`src/rtl/buck_gate_seq.sv`:
```
module buck_gate_seq #(
  parameter int PERIOD  = 100,
  parameter int MAX_ON  = 95,
  parameter int SKIP_ON = 33,
  parameter int DEAD    = 2
) (
  input  logic clk,
  input  logic rst_n,
  input  logic enable,
  input  logic skip_sel,
  input  logic ramp_trip,
  input  logic ilim,
  input  logic zero_cross,
  input  logic out_high,
  output logic hs_gate,
  output logic ls_gate
);
  localparam int CW = $clog2(PERIOD);
  localparam int DW = $clog2(DEAD + 1);
  localparam logic [CW-1:0] LAST    = CW'(PERIOD - 1);
  localparam logic [CW-1:0] LIM_PWM = CW'(MAX_ON - 1);
  localparam logic [CW-1:0] LIM_SKP = CW'(SKIP_ON - 1);
  localparam logic [CW-1:0] LS_END  = CW'(PERIOD - DEAD - 1);
  localparam logic [DW-1:0] D_END   = DW'(DEAD - 1);

  logic          running, skip_m, pend;
  logic [CW-1:0] cnt;
  logic [DW-1:0] dc;

  wire           wrap   = (cnt == LAST);
  wire [CW-1:0]  on_lim = skip_m ? LIM_SKP : LIM_PWM;
  wire           fire   = !skip_m || !out_high;
  wire           hs_end = hs_gate && (ilim || (ramp_trip && !skip_m) || cnt == on_lim);
  wire           ls_end = ls_gate && (cnt == LS_END || (skip_m && zero_cross));
  wire           ls_go  = pend && (dc == D_END);
  wire           room   = (cnt < LS_END);

  always_ff @(posedge clk or negedge rst_n) begin
    if (!rst_n) begin
      running <= 1'b0; skip_m <= 1'b0; cnt <= '0;
      hs_gate <= 1'b0; ls_gate <= 1'b0; pend <= 1'b0; dc <= '0;
    end else if (!enable) begin
      running <= 1'b0; skip_m <= 1'b0; cnt <= '0;
      hs_gate <= 1'b0; ls_gate <= 1'b0; pend <= 1'b0; dc <= '0;
    end else if (!running) begin
      running <= 1'b1; skip_m <= skip_sel; cnt <= LAST;
      hs_gate <= 1'b0; ls_gate <= 1'b0; pend <= 1'b0; dc <= '0;
    end else begin
      cnt <= wrap ? '0 : cnt + 1'b1;
      if (wrap) begin
        hs_gate <= fire;
        ls_gate <= 1'b0;
        pend    <= 1'b0;
        dc      <= '0;
      end else begin
        if (hs_end) begin
          hs_gate <= 1'b0;
          pend    <= 1'b1;
          dc      <= '0;
        end else if (ls_go) begin
          pend    <= 1'b0;
          ls_gate <= room;
        end else if (pend) begin
          dc <= dc + 1'b1;
        end
        if (ls_end) ls_gate <= 1'b0;
      end
    end
  end
endmodule


```
`config.mk`:
```
export PLATFORM = sky130hd
export DESIGN_NAME = buck_gate_seq
export DESIGN_NICKNAME = d
export VERILOG_FILES = /design/src/rtl/buck_gate_seq.sv
export SDC_FILE = /design/constraint.sdc
export NUM_CORES = 1
export LEC_CHECK = 0
export CORE_ASPECT_RATIO = 1.1
export CORE_MARGIN = 2
export CORE_UTILIZATION = 50
export DETAILED_ROUTE_END_ITERATION = 10
export PLACE_DENSITY = 0.72
export SLEW_MARGIN = 40
export SYNTH_ARGS = -nofsm -noshare
export SYNTH_HDL_FRONTEND = slang
export SYNTH_SLANG_ARGS = --single-unit
```
`constraint.sdc`:
```
create_clock -name clk -period 1.8 [get_ports clk]
set_clock_uncertainty 0.05 [all_clocks]
set_input_delay 0.27 -clock clk [delete_from_list [all_inputs] [get_ports clk]]
set_output_delay 0.27 -clock clk [all_outputs]
set_load 0.005 [all_outputs]
```
Yosys cells after proc, flatten, opt, wreduce, memory -nomap -nowiden
Index checks and enable logic that the tools add are counted.
{ "totals": {"regBits": 14, "out_inout_bits": 2} }
{ "op_classes": {"add_sub_neg": 2, "magnitude_cmp": 1, "n_eq_ne": 11, "muxes": 28, "n_reduce_logical": 13} }
{ "ops": {"columns": ["cell", "count"], "rows": [
  ["two-way mux 7 bit", 4],
  ["two-way mux 1 bit", 18],
  ["inequality test 5 x 2 -> 1 bit, second input constant", 3],
  ["equality test 7 bit, second input constant", 2],
  ["two-way mux 2 bit", 6],
  ["adder 7 x 1 -> 7 bit, second input constant", 1],
  ["equality test 7 bit", 1],
  ["< comparator 7 bit, second input constant", 1],
  ["logical AND 1 bit", 5],
  ["inequality test 5 x 4 -> 1 bit, second input constant", 1],
  ["inequality test 5 bit, second input constant", 1],
  ["logical OR 1 bit", 4],
  ["inequality test 4 x 2 -> 1 bit, second input constant", 1],
  ["AND reduction 2 bit", 2],
  ["adder 2 x 1 -> 2 bit, second input constant", 1],
  ["equality test 2 x 1 -> 1 bit, second input constant", 1],
  ["logical NOT 1 bit", 2],
  ["inequality test 2 bit, second input constant", 1]
]} }

Depth between registers and ports, before layout
Gate-level depths: netlist of run 1.
{ "logic_depth": {"ltp_word": 10, "ltp_mapped": 6} }

Worst setup path before layout of run 1
Ideal clock, no wire load.
{ "synth_timing": {"path_type": "register to register", "start": "register cnt[2]", "end": "register pend", "setup_time_ps": 81, "arrival_ps": 1373, "required_ps": 1669, "setup_slack_ps": 296, "path_stages_with_launch": 6, "n_path_buf": 1, "synth_period_minus_slack_ps": 1504, "path_cell_list": "dfrtp_1 buf_6 or3b_1 a21o_1 o211a_1 nor3_2"} }
{ "synth_via": {"elab_chain_cells": 7} }
{ "synth_rtl": {"columns": ["item", "line", "source"], "rows": [
  ["from (decl)", "27", "logic [CW-1:0] cnt;"],
  ["from (signal assigned)", "49", "cnt <= wrap ? '0 : cnt + 1'b1;"],
  ["equality test 7 bit", "33", "wire hs_end = hs_gate && (ilim || (ramp_trip && !skip_m) || cnt == on_lim);"],
  ["logical OR 1 bit", "33", null],
  ["logical AND 1 bit", "33", null],
  ["two-way mux 1 bit", "56", "if (hs_end) begin"],
  ["two-way mux 1 bit", "50", "if (wrap) begin"],
  ["two-way mux 1 bit", "45", "end else if (!running) begin"],
  ["two-way mux 1 bit", "42", "end else if (!enable) begin"],
  ["to (signal assigned)", "44", "hs_gate <= 1'b0; ls_gate <= 1'b0; pend <= 1'b0; dc <= '0;"],
  ["to (signal assigned)", "47", "hs_gate <= 1'b0; ls_gate <= 1'b0; pend <= 1'b0; dc <= '0;"],
  ["to (signal assigned)", "58", "pend <= 1'b1;"],
  ["to (decl)", "26", "logic running, skip_m, pend;"]
]} }
Parallel ways exist; a longest one is shown, timed or not.
A chain may end at the register's enable or synchronous reset.

Worst setup path after layout of run 1
{ "layout_timing": {"start": "register cnt[3]", "end": "register ls_gate"} }
{ "layout_via": {"elab_chain_cells": 7} }
{ "layout_rtl": {"columns": ["item", "line", "source"], "rows": [
  ["< comparator 7 bit / equality test 7 bit (equally long branches)", "36, 34", null],
  ["two-way mux 1 bit / logical OR 1 bit (equally long branches)", "60, 34", null],
  ["two-way mux 1 bit / logical AND 1 bit (equally long branches)", "56, 34", null],
  ["two-way mux 1 bit", "66", "if (ls_end) ls_gate <= 1'b0;"],
  ["two-way mux 1 bit", "50", null],
  ["two-way mux 1 bit", "45", null],
  ["two-way mux 1 bit", "42", null],
  ["to (signal assigned)", "62", "ls_gate <= room;"],
  ["to (decl)", "16", "output logic ls_gate"]
]} }
Parallel ways exist; a longest one is shown, timed or not. The select of a mux whose other input is x is not followed.

==> results of run 1 <==
## metal layers
layer  track usage [%]  up-vias  wire length [microns]
li1                  -      342                      -
met5                 0        -                      0
met3              4.71        4                     74
met2              33.9       21                    769
met1              23.7      327                    714
met4              7.50        0                     26
## sequential cells by signal, indices dropped and copies added, names as in the netlist
register	flops
cnt	7
dc	2
hs_gate	1
ls_gate	1
pend	1
running	1
skip_m	1
## synthesized netlist by cell type, drive strengths merged, types with 2 or more instances
master	number
buf	3
xor2	3
o21ai	4
nand2b	2
ha	3
nand3	3
inv	4
nand4	3
nand2	8
mux2i	2
a21oi	2
dfrtp	14
nor2	7
nor2b	2
a211oi	3
nor3	4
a21boi	4
## how the worst min path moves through the flow
stage | cells after the start | slack (ps) | end
floorplan | 0 | -80 | cnt[0]$_DFF_PN0_
global placement | 1 | 530 | ls_gate$_DFFE_PN0P_
detailed placement | 1 | 530 | ls_gate$_DFFE_PN0P_
CTS | 1 | 230 | ls_gate$_DFFE_PN0P_
global route | 1 | 240 | ls_gate$_DFFE_PN0P_
finish | 1 | 230 | ls_gate$_DFFE_PN0P_
## area by class of cell
cell class                      instances  area share (%)
Timing Repair Buffer                   12            11.5
Tap cell                               17            2.18
Clock buffer                            4            3.72
Multi-Input combinational cell         66            45.1
Inverter                                4            1.54
Sequential cell                        14            35.9
## stage by stage
step                      cell area [sq um]  instances
after floorplan                         827         87
after global placement                  940        113
after detailed placement                940        113
after CTS                               976        117
after global routing                    976        117
final                                   976        117
## worst max-delay path, delay by kind of cell, from the launching register on
| kind | cells | cell delay, ps |
|---|---|---|
| DFF | 1 | 480 |
| and+or+nand+nor | 3 | 880 |
| AOI/OAI and AO/OA | 1 | 80 |
## report_power, final
| group | switching [mW] | internal [mW] | leakage [nW] |
|---|---|---|---|
| combinational | 0.0342 | 0.0404 | 0.193 |
| sequential | 0.0172 | 0.324 | 0.186 |
| clock | 0.0983 | 0.123 | 0.0210 |
## kinds of logic after synthesis
kind of cell	after synthesis
AND/OR/NAND/NOR	35
buffers and inverters	7
flip-flops	14
multiplexers	3
AO/OA/AOI/OAI	21
XOR/XNOR	4
adder cells (fa/ha/maj)	3
==> flow_metrics.py, run 1 <==
metrics = {
    "critical_path": {
        "critical_path_class": "reg2reg",
        "worstPathCellList": "nor3_1 -> nand4_1 -> nand3_1 -> a221oi_1",
        "critical_path.startpoint_type": "flop",
        "arrival_time_at_the_worst_endpoint_ps": 1710,
        "critical-path-max-stage-delay_ps": 480,
        "regToRegSetupSlack_ps": 200,
        "regToRegEndpoint": "ls_gate$_DFFE_PN0P_",
        "ff2ff_path_depth": 4,
        "crit_slowest_cell": "sky130_fd_sc_hd__dfrtp_1",
        "worstPathRequired_ps": 1910,
        "timing.critical_path.from": "cnt[3]$_DFF_PN0_",
        "cp_capture_point": "ls_gate$_DFFE_PN0P_",
        "worstSetupEndpointType": "flop",
        "r2r-start": "cnt[3]$_DFF_PN0_",
        "critical_path_peak_fanout": 8,
    },
    "final_layout": {
        "layout_common_cells": "14 x sky130_fd_sc_hd__dfrtp_1, 9 x sky130_fd_sc_hd__clkdlybuf4s50_1, 8 x sky130_fd_sc_hd__nand2_1, 7 x sky130_fd_sc_hd__nor2_1",
        "fillCellCount": 128,
        "area.sequential_sq_um": 350,
        "antenna_cells": 0,
        "final_util_pct": 62.7,
        "multi_input_gate_area_sq_um": 440,
        "layout_area_growth_over_synthesis_pct": 18.0,
        "final_common_cell": "sky130_fd_sc_hd__dfrtp_1",
        "drive_above_1_share_pct": 9.00,
        "finish.net_count": 112,
    },
    "die": {
        "floorplan.core_area_sq_um": 1560,
        "start_util_pct": 53.1,
        "fp.dieH_microns": 46.7,
        "design.die.area_sq_um": 2000,
        "dieWidth_microns": 42.8,
        "core.rowCount": 15,
        "io-pin-count": 10,
    },
    "pwr": {
        "peakVddDrop_mv": 0.342,
        "total_power_after_layout_mw": 0.637,
        "cellPowerDensity_nw_per_um2": 653,
        "p_leak_nw": 0.401,
    },
    "synthesis": {
        "synthXorXnorAreaFrac_pct": 4.24,
        "synth-seq-cells": 14,
        "netlist.top_cell.by_area": "sky130_fd_sc_hd__dfrtp_1",
        "postSynthNetCount": 98,
        "synth_sequential_area_ratio_pct": 42.4,
        "synth_edf_count": 0,
        "synthArstFlopShare_pct": 100,
        "synth_area_sq_um": 827,
        "synth_simple_gate_area_share_pct": 22.8,
        "yosysUniqueCellTypes": 35,
        "yosys_warnings": 0,
        "syn-mean-instance-area_sq_um": 9.51,
        "largest_family_of_logic_cells_by_synthesized_area": "simple AND/OR/NAND/NOR gates",
        "synth_compound_area_share_pct": 17.9,
        "netlist_instances": 87,
        "post-synth-top-area-fraction_pct": 42.4,
        "synth_top_flop_cell": "sky130_fd_sc_hd__dfrtp_1",
        "synth_adder_area_share_pct": 4.54,
        "synthTopCellsByArea": "sky130_fd_sc_hd__dfrtp_1 42%, sky130_fd_sc_hd__ha_1 4.5%, sky130_fd_sc_hd__a21boi_0 3.6%",
        "synth_mux_area_share_pct": 3.78,
    },
    "sta": {
        "fin_setup_tns_ps": 0,
        "finalHoldViolations": 0,
        "setup_viol": 0,
        "final.min_clock_period_ps": 1600,
        "grt_setup_unrepaired": "false",
        "maxSlewHeadroom_pct": 73.7,
        "worst_hold_margin_ps": 226,
        "fin_crit_sh_pct": 89.0,
        "actual_slew_at_the_worst_max_slew_pin_ps": 394,
        "clock.fmax_ghz": 0.624,
        "timing.final.max_slew_violations": 0,
        "finalWorstSetupSlack_ps": 197,
    },
    "clocking": {
        "clock-root-buffer": "sky130_fd_sc_hd__clkbuf_4",
        "cts_tree": "yes",
        "cts_hold_repair.buffers": 0,
        "max-clock-path-buffers": 2,
        "number_of_setup_buffers_added_after_cts": 0,
        "post_cts_resize_count": 0,
        "clk_pin_slew_worst_paths_ps": 80,
        "clock_tree.htree_level_count": 1,
        "clock_latency_ps": 280,
        "cts-buffers-inserted": 3,
        "clkSinkCount": 14,
    },
    "grt": {
        "gr-usage-all-layers_pct": 19.6,
        "grt-ovfl-total": 0,
        "number_of_antenna_violations_at_the_first_check_in_global_routing": 0,
        "first_global_vias": 673,
        "grt_pass1_wl_microns": 2900,
        "grt_max_degree": 10,
    },
    "route": {
        "via_count": 694,
        "antenna_violating_nets_post_route": 0,
        "detailedRoute.firstIterationViolations": 26,
        "wl_per_cell_microns": 13.5,
        "vias_per_cell": 5.93,
        "drc_errors": 0,
        "dr.pass1.iters": 4,
        "route.final.wire_length_microns": 1580,
    },
    "placement": {
        "detailed_place_hpwl_microns": 1250,
        "portBuffers": 9,
        "globalplace.congestion": 0.887,
        "preCtsSetupSlack_ps": 227,
    },
    "outcome": {
        "run_status": "finished, final reports clean",
    },
    "hold_path": {
        "worstHoldPathType": "in2async",
    },
    "run": {
        "max_cap_violations": 0,
    },
}
No activity file was read; power rests on OpenSTA's default activity.
==> run 2, diff against run 1 <==
--- a/config.mk
+++ b/config.mk
@@ -5,12 +5,11 @@
 export SDC_FILE = /design/constraint.sdc
 export NUM_CORES = 1
 export LEC_CHECK = 0
-export CORE_ASPECT_RATIO = 1.1
 export CORE_MARGIN = 2
 export CORE_UTILIZATION = 50
 export DETAILED_ROUTE_END_ITERATION = 10
 export PLACE_DENSITY = 0.72
-export SLEW_MARGIN = 40
+export SLEW_MARGIN = 20
 export SYNTH_ARGS = -nofsm -noshare
 export SYNTH_HDL_FRONTEND = slang
 export SYNTH_SLANG_ARGS = --single-unit
==> constraint.sdc (replaced) <==
create_clock -name clk -period 1.63 [get_ports clk]
set_clock_uncertainty 0.05 [all_clocks]
set_input_delay 0.2445 -clock clk [delete_from_list [all_inputs] [get_ports clk]]
set_output_delay 0.2445 -clock clk [all_outputs]
set_load 0.005 [all_outputs]
==> flow_metrics.py, run 2 (synthesis results as in run 1) <==
metrics = {
    "pwr": {
        "net_switching_power_figure_mw": 0.185,
        "intPower_mw": 0.547,
        "power_frac_clock_pct": 35.8,
        "power.sequential.fraction_pct": 51.0,
        "sw_frac_of_total_pct": 25.3,
        "cellPowerDensity_nw_per_um2": 707,
        "peakVddDrop_mv": 0.587,
        "p_leak_nw": 0.423,
        "comb_power_share_pct": 13.2,
    },
    "clocking": {
        "cts-buffers-inserted": 3,
        "clock_tree.htree_level_count": 1,
        "clk_pin_slew_worst_paths_ps": 90,
        "number_of_setup_buffers_added_after_cts": 0,
        "clock-root-buffer": "sky130_fd_sc_hd__clkbuf_4",
        "max-clock-path-buffers": 2,
        "clkSinkCount": 14,
        "cts_hold_repair.buffers": 0,
        "clock_latency_ps": 290,
        "cts_tree": "yes",
    },
    "route": {
        "detailedRoute.firstIterationViolations": 12,
        "route.final.wire_length_microns": 1740,
        "via_count": 715,
        "vias_per_cell": 5.91,
        "dr.pass1.iters": 4,
        "wl_per_cell_microns": 14.4,
        "antenna_violating_nets_post_route": 0,
        "drc_errors": 0,
    },
    "final_layout": {
        "drive_above_1_share_pct": 21.0,
        "regMostFlops": "cnt",
        "final_cell_area_sq_um": 1040,
        "layout_common_cells": "11 x sky130_fd_sc_hd__dfrtp_1, 9 x sky130_fd_sc_hd__clkdlybuf4s50_1, 8 x sky130_fd_sc_hd__nand2_1, 8 x sky130_fd_sc_hd__buf_4, 6 x sky130_fd_sc_hd__nor2_1",
        "finish.net_count": 117,
        "layout_area_growth_over_synthesis_pct": 25.3,
        "antenna_cells": 0,
        "top_regs": "cnt (7), dc (2)",
        "final_util_pct": 68.0,
        "final_common_cell": "sky130_fd_sc_hd__dfrtp_1",
        "largest_reg_flops": 7,
    },
    "critical_path": {
        "regToRegEndpoint": "dc[0]$_DFFE_PN0P_",
        "critical_path_class": "reg2reg",
        "arrival_time_at_the_worst_endpoint_ps": 1670,
        "cp_capture_point": "dc[0]$_DFFE_PN0P_",
        "ff2ff_path_depth": 4,
        "r2r-start": "cnt[2]$_DFF_PN0_",
        "worstPathRequired_ps": 1750,
        "critical_path_peak_fanout": 4,
        "regToRegSetupSlack_ps": 80,
        "timing.critical_path.from": "cnt[2]$_DFF_PN0_",
        "critical_path.startpoint_type": "flop",
        "worstSetupEndpointType": "flop",
    },
    "sta": {
        "finalWorstSetupSlack_ps": 80.3,
        "fin_setup_tns_ps": 0,
        "grt_setup_unrepaired": "false",
        "actual_slew_at_the_worst_max_slew_pin_ps": 250,
        "clock.fmax_ghz": 0.645,
        "setup_viol": 0,
        "maxSlewHeadroom_pct": 83.2,
        "finalHoldViolations": 0,
        "fin_crit_sh_pct": 95.1,
        "worst_hold_margin_ps": 203,
        "final.min_clock_period_ps": 1550,
        "timing.final.max_slew_violations": 0,
    },
    "grt": {
        "number_of_antenna_violations_at_the_first_check_in_global_routing": 0,
        "first_global_vias": 739,
        "grt-ovfl-total": 0,
        "grt_max_degree": 15,
        "grt_pass1_wl_microns": 3150,
        "gr-usage-all-layers_pct": 22.2,
    },
    "die": {
        "start_util_pct": 54.3,
        "fp.dieH_microns": 44.7,
        "design.die.area_sq_um": 2000,
        "core.rowCount": 14,
        "io-pin-count": 10,
        "dieWidth_microns": 44.7,
        "floorplan.core_area_sq_um": 1520,
    },
    "outcome": {
        "run_status": "finished, final reports clean",
    },
    "placement": {
        "portBuffers": 9,
        "detailed_place_hpwl_microns": 1320,
        "preCtsSetupSlack_ps": 26.8,
        "globalplace.congestion": 0.831,
        "post_dp_cell_area_sq_um": 976,
    },
    "run": {
        "max_cap_violations": 0,
    },
    "hold_path": {
        "worstHoldPathType": "in2async",
    },
}
==> run 2: how the worst min path moves through the flow <==
stage / startpoint / endpoint / slack (ps) / depth (start not counted)
finish: rst_n / cnt[3]$_DFF_PN0_ / 200 / 2
global placement: hs_gate$_DFFE_PN0P_ / dc[1]$_DFFE_PN0P_ / 520 / 1
CTS: rst_n / dc[1]$_DFFE_PN0P_ / 210 / 2
global route: rst_n / cnt[3]$_DFF_PN0_ / 240 / 2
detailed placement: rst_n / cnt[4]$_DFF_PN0_ / 530 / 2
floorplan: rst_n / cnt[0]$_DFF_PN0_ / -100 / 0
==> run 2: repair_timing <==
action / in CTS / in global routing
gates resized for setup: 0 / 9
hold endpoints to repair: 0 / 0
setup endpoints to repair: 0 / 4
==> run 2: layout make-up <==
cell class                      instances  area, sq um
Clock buffer                            4         36.3
Sequential cell                        14          354
Timing Repair Buffer                   17          150
Multi-Input combinational cell         66          460
Tap cell                               16         20.0
Inverter                                4         15.0
Fill cell                             137          488
==> run 2: power by group through the flow <==
stage               Clock (mW)  Sequential (mW)  Combinational [mW]
floorplan                    0            0.376              0.0469
global placement             0            0.378              0.0908
detailed placement           0            0.379              0.0928
CTS                      0.266            0.372              0.0935
global route             0.276            0.376               0.110
finish                   0.262            0.373              0.0964
==> run 2: layer usage <==
metal  vias up  GRT usage (%)  share of wire, %
met5         -              0                 0
met4         0           12.7               2.2
met3         5           2.45               3.8
met2        17           35.9                50
met1       340           28.6                44
li1        353              -                 -
==> run 2: stage by stage <==
stage | power [mW] | cells
2_1_floorplan | 0.423 | 87
3_3_place_gp | 0.469 | 117
3_5_place_dp | 0.472 | 117
4_1_cts | 0.732 | 121
5_1_grt | 0.762 | 121
6_report | 0.732 | 121
==> run 2: critical path, stage by stage, from the launching register on <==
cell                       delay (ps)
sky130_fd_sc_hd__dfrtp_1          420
sky130_fd_sc_hd__or3b_1           380
sky130_fd_sc_hd__a21o_1           220
sky130_fd_sc_hd__o21ai_0          240
sky130_fd_sc_hd__a211oi_1         120
